`src/rtl/mem_cs_decoder.sv`:
```
module mem_cs_decoder #(
  parameter int ADDR_W    = 20,
  parameter int ROM_SEL_W = 3,
  parameter int ROM_DEV_W = 12
) (
  input  logic [ADDR_W-1:0]          addr,
  input  logic                       io_cycle,
  input  logic                       rd_n,
  input  logic                       wr_n,
  output logic [(1<<ROM_SEL_W)-1:0]  rom_ce_n,
  output logic                       rom_oe_n,
  output logic                       sram_ce_n,
  output logic                       sram_oe_n,
  output logic                       sram_we_n
);
  localparam int ROM_N   = 1 << ROM_SEL_W;
  localparam int BANK_LO = ROM_DEV_W + ROM_SEL_W;

  logic rd_act, wr_act, mem_act;
  logic en_hi, en_lo_a_n, en_lo_b_n, stage_on;
  logic [ROM_SEL_W-1:0] rom_idx;

  assign rd_act  = ~rd_n &  wr_n;
  assign wr_act  =  rd_n & ~wr_n;
  assign mem_act = ~io_cycle & (rd_act | wr_act);

  // 3-to-8 stage: one high-active enable, two low-active enables
  assign en_hi     = &addr[ADDR_W-1:BANK_LO];
  assign en_lo_a_n = io_cycle;
  assign en_lo_b_n = ~rd_act;
  assign stage_on  = en_hi & ~en_lo_a_n & ~en_lo_b_n;
  assign rom_idx   = addr[BANK_LO-1:ROM_DEV_W];

  for (genvar i = 0; i < ROM_N; i++) begin : g_rom_sel
    assign rom_ce_n[i] = ~(stage_on && (rom_idx == ROM_SEL_W'(i)));
  end

  assign rom_oe_n  = (&rom_ce_n) | rd_n;

  assign sram_ce_n = ~(mem_act & ~addr[ADDR_W-1]);
  assign sram_oe_n = sram_ce_n | rd_n;
  assign sram_we_n = sram_ce_n | wr_n;
endmodule


```
`config.mk`:
```
export PLATFORM = sky130hd
export DESIGN_NAME = mem_cs_decoder
export DESIGN_NICKNAME = d
export VERILOG_FILES = /design/src/rtl/mem_cs_decoder.sv
export SDC_FILE = /design/constraint.sdc
export NUM_CORES = 1
export LEC_CHECK = 0
export ABC_AREA = 1
export BUFFER_PORTS_ARGS = -buffer_cell sky130_fd_sc_hd__clkbuf_2
export CORE_AREA = 2 2 39 41
export DETAILED_ROUTE_END_ITERATION = 8
export DIE_AREA = 0 0 41 43
export PLACE_DENSITY_LB_ADDON = 0.25
export SLEW_MARGIN = 10
export SYNTH_ARGS = -nofsm -noshare
export SYNTH_HDL_FRONTEND = slang
export SYNTH_SLANG_ARGS = --single-unit
export TNS_END_PERCENT = 1
```
`constraint.sdc`:
```
create_clock -name vclk -period 0.85
set_input_delay 0.1275 -clock vclk [all_inputs]
set_output_delay 0.1275 -clock vclk [all_outputs]
set_load 0.02 [all_outputs]
```
Word-level counts from Yosys, hierarchy flattened
Cells that the tools add are included.
{ "totals": {"ff_bits": 0, "inputBits": 23, "output_inout_bits": 12, "word_cells": 41} }
{ "classes": {"n_eq_ne": 7, "bitwise_logic": 23, "reduce_logical": 11} }
{ "op_table": {"columns": ["cell", "count"], "rows": [
  ["$not A1 Y1", 13],
  ["$eq A3 B3 Y1 const B", 4],
  ["$logic_and A1 B1 Y1", 8],
  ["$reduce_and A8 Y1", 1],
  ["$and A1 B1 Y1", 6],
  ["$eq A3 B2 Y1 const B", 2],
  ["$reduce_and A5 Y1", 1],
  ["$or A1 B1 Y1", 4],
  ["$eq A3 B1 Y1 const B", 1],
  ["$logic_not A3 Y1", 1]
]} }

Longest topological paths before layout
{ "depth": {"depth_word": 7, "ltp_mapped": 5, "mapped_depth_nobuf": 5} }

Worst setup path before layout
OpenSTA, ideal clock, no wires.
{ "synth_timing": {"path_type": "input port to output port", "start": "input rd_n", "end": "output sram_we_n", "arrival_ns": 0.982, "t_required_ns": 0.722, "setup_slack_ns": -0.259, "stages": 5, "n_path_buf": 0, "cell_sequence": "inv_1 -> ha_1 -> inv_1 -> nand3_2 -> or2_1"} }
{ "synth_via": {"elab_chain_cells": 7, "word_cells_on_any_way": 8, "cone_classes": "bitwise (8)"} }
{ "synth_rtl": {"columns": ["element", "line", "text"], "rows": [
  ["start, declared", "8", "input logic rd_n,"],
  ["$not A1 Y1", "23", "assign rd_act = ~rd_n & wr_n;"],
  ["$and A1 B1 Y1", "23", null],
  ["$or A1 B1 Y1 (*)", "25", "assign mem_act = ~io_cycle & (rd_act | wr_act);"],
  ["$and A1 B1 Y1 (*)", "25", null],
  ["$and A1 B1 Y1 (*)", "40", "assign sram_ce_n = ~(mem_act & ~addr[ADDR_W-1]);"],
  ["$not A1 Y1 (*)", "40", null],
  ["named net sram_ce_n", "12", "output logic sram_ce_n,"],
  ["$or A1 B1 Y1 (*)", "42", "assign sram_we_n = sram_ce_n | wr_n;"],
  ["end, declared", "14", "output logic sram_we_n"]
]} }
Mark *: on every way through the listed nets, which the timed path passes. The rest lies on a longest branch.

Worst setup path after layout
{ "layout_timing": {"start": "input rd_n", "end": "output sram_we_n"} }
{ "layout_via": {"elab_chain_cells": 7, "word_cells_on_any_way": 8, "cone_classes": "bitwise (8)"} }
{ "layout_rtl": {"columns": ["element", "line"], "rows": [
  ["$not A1 Y1", "23"],
  ["$and A1 B1 Y1", "23"],
  ["$or A1 B1 Y1 (*)", "25"],
  ["$and A1 B1 Y1 (*)", "25"],
  ["$and A1 B1 Y1 (*)", "40"],
  ["$not A1 Y1 (*)", "40"],
  ["$or A1 B1 Y1 (*)", "42"]
]} }
Every way passes the cells marked *; elsewhere a longest branch is shown, timed or not.

==> out/summary.log <==
[outcome] result of the run finished with violations
[outcome] failing checks setup timing
[yosys] largest cells by area after synthesis nand3_1, inv_1, nor2_1, nor2_4, nand2_1
[sta] worst hold slack 0.599 ns
[setup_path] Largest stage delay, worst path 0.25 ns
[setup_path] arrival time of the worst setup path 0.96 ns
[cells_and_area] number of fillers in the final layout 171
[yosys] commonest cells in the netlist nand3_1, inv_1, nor2_1
[sta] unrepaired setup endpoints after global routing true
[cells_and_area] ant diodes 0
[cells_and_area] number of nets in the finished design 90
[pwr] share of total power in combinational logic 100.0%
[pwr] fraction of power spent switching nets 53.3%
[setup_path] Worst Path Buf+Inv 4
[route] number of routed nets with antenna violations 0
[setup_path] cell with the most instances on the worst path buf_8
[clock_tree] Post-CTS Hold Fix Bufs 0
[yosys] synthesized netlist cell count 37
[yosys] count of cell types in the netlist 13
[global_routing] antenna violations before repair 0
[route] final routed wirelength across all metal layers 672 µm
[setup_path] critical path's slowest cell or2_4
[global_routing] first-pass GRT wire length 903 µm
[cells_and_area] clock buf count 0
[setup_path] cell breakdown of the critical path buf_8, inv_8, ha_4, inv_4, nand3_4, or2_4, buf_8
[pwr] Reg power frac 0%
[floorplan] y dimension of the die 43 µm
[route] vias after detailed routing 325
[floorplan] initial cell density of the core 14.1%
[yosys] sequential share of the synthesized area 0%
[pwr] internal power component 0.0724 mW
[sta] worst-margin pin slew 0.198 ns
[pwr] Pleak 0.189 nW
[route] first-iteration detailed-routing DRC count 1
[placement] minimum setup slack after placement -0.288 ns
[sta] Fmax 921 MHz
[global_routing] maximum number of pins on one net before global-route repair 10
[pwr] sw power 0.0827 mW
[floorplan] placeable core region 1380 µm²
[yosys] Synth Net Count 61
[setup_path] Worst path top cell family by delay buffers and inverters
[sta] setup TNS -1.77 ns
[yosys] most repeated cell in the gate-level netlist after synthesis nand3_1
[cells_and_area] proportion of layout cells with a drive suffix above 1 60.9%
[setup_path] worst setup path endpoint sram_we_n
[yosys] area fraction of the dominant cell type after synthesis 23.1%
[route] Vias/cell 4.06
[sta] final period utilization 128%
[global_routing] total grt overflow 0
[sta] final number of max-transition violations 0
[route] first-pass iteration count of the detailed router 4
[setup_path] CP Depth 7
[global_routing] met3 Track Usage GR 0%
[hold_path] Tightest Hold Check Type in2out
[global_routing] met2 Use GR 12.2%
[cells_and_area] layout sequential cell count 0
[cells_and_area] area occupied by multi-input gates 201 µm²
[yosys] biggest area consumer among synthesized cells nand3_1
[yosys] Avg Inst Size Synth 5.28 µm²
[setup_path] kind of start point of the critical path primary input
[cells_and_area] post-synthesis to final-layout area growth 119%
[yosys] Synth Cell Area 195 µm²
[placement] weighted congestion at the end of routability-driven global placement 0.585
[sta] worst slew margin relative to its limit 86.8%
[floorplan] I/O pin cnt 35
[setup_path] critical path startpoint rd_n
[route] count of unresolved DRC violations after routing 0
[sta] number of hold violations in the final report 0
[floorplan] Site Rows 14
[global_routing] most used routing layer in global routing met2
[setup_path] required time of the critical path 0.72 ns
[pwr] worst IR drop on VDD 0.177 mV
[cells_and_area] final non-filler cell area 428 µm²
[setup_path] maximum net fanout on the critical path 2
[sta] final setup violation count 12
[flow_run] number of max-capacitance violations reported 0
[route] routed length per placed instance 8.40 µm
[placement] instance area at placement 378 µm²
[sta] minimum period implied by the final worst setup slack 1.09 ns
[floorplan] overall die width 41 µm
[cells_and_area] sequential cell area 0 µm²
[global_routing] vias in the first global route 253
[global_routing] global-route usage over all layers 6.69%
[global_routing] fraction of met1 tracks used by global routing 8.86%
[setup_path] critical path type in2out
[yosys] yosys synthesis warning count 0
[sta] least setup slack across all paths after layout -0.236 ns
[floorplan] Die Footprint 1760 µm²
[placement] buffers added on ports 23
[setup_path] critical path endpoint category output pin
[pwr] power per standard cell area 362 nW/µm²
[pwr] share of power burned in the clock network 0%
## power groups by stage
stage	registers (mW)	logic, mW	clock network [mW]
floorplan	0	0.0751	0
global placement	0	0.132	0
detailed placement	0	0.132	0
CTS	0	0.141	0
global route	0	0.171	0
finish	0	0.155	0
## cells by family after synthesis
family,synth area share (%)
AND/OR/NAND/NOR,78.2
adder cells (fa/ha/maj),6.41
buffers and inverters,15.4
## stage by stage
| stage | power [mW] | utilization, % | cells |
|---|---|---|---|
| 5_1_grt | 0.171 | 30.9 | 80 |
| 2_1_floorplan | 0.0751 | - | 37 |
| 3_3_place_gp | 0.132 | 27.3 | 78 |
| 4_1_cts | 0.141 | 28.9 | 78 |
| 3_5_place_dp | 0.132 | 27.3 | 78 |
| 6_report | 0.155 | 30.9 | 80 |
## repair_timing
| item | in CTS | in global routing |
|---|---|---|
| endpoints found under the setup margin | 12 | 12 |
| pin swaps | 1 | 5 |
| buffers inserted | 0 | 1 |
| gates resized for setup | 4 | 16 |
| cloned | 0 | 1 |
## final cells by class
| class | count | share of cell area, % |
|---|---|---|
| tap | 16 | 4.68 |
| inverter | 8 | 9.36 |
| multi-input combinational | 30 | 47.1 |
| timing repair buffer | 26 | 38.9 |
## routing by layer
layer  wire length, µm  vias up
met5                 0        -
met4                 0        0
met3                56        0
met2               340       14
met1               275      138
li1                  -      173
## tightest hold or removal path, stage by stage
cell      delay (ns)
clkbuf_2        0.08
inv_2           0.05
nand4_1         0.08
buf_4           0.13
## how the worst min path moves through the flow
stage	start	endpoint	slack (ns)	depth (start not counted)
3_5_place_dp	io_cycle	sram_ce_n	0.61	4
4_1_cts	io_cycle	sram_ce_n	0.61	4
6_report	io_cycle	sram_oe_n	0.60	4
5_1_grt	io_cycle	sram_oe_n	0.63	4
3_3_place_gp	io_cycle	sram_ce_n	0.61	4
2_1_floorplan	wr_n	sram_we_n	0.38	1
## placed cells by master, fill, tap and decap left out
| cell | instances |
|---|---|
| clkbuf_2 | 10 |
| nand3_1 | 9 |
| buf_2 | 9 |
| nor2_1 | 6 |
| nand2_1 | 4 |
| inv_1 | 4 |
| buf_4 | 4 |
| nor2_4 | 3 |
| inv_2 | 2 |
| nand2_2 | 2 |
| buf_8 | 2 |
| nor3_2 | 1 |
| nor3_1 | 1 |
| inv_8 | 1 |
| inv_4 | 1 |
| nand3_4 | 1 |
| nand4_1 | 1 |
| or2_4 | 1 |
| ha_4 | 1 |
| buf_6 | 1 |
No activity file was read; power rests on OpenSTA's default activity.
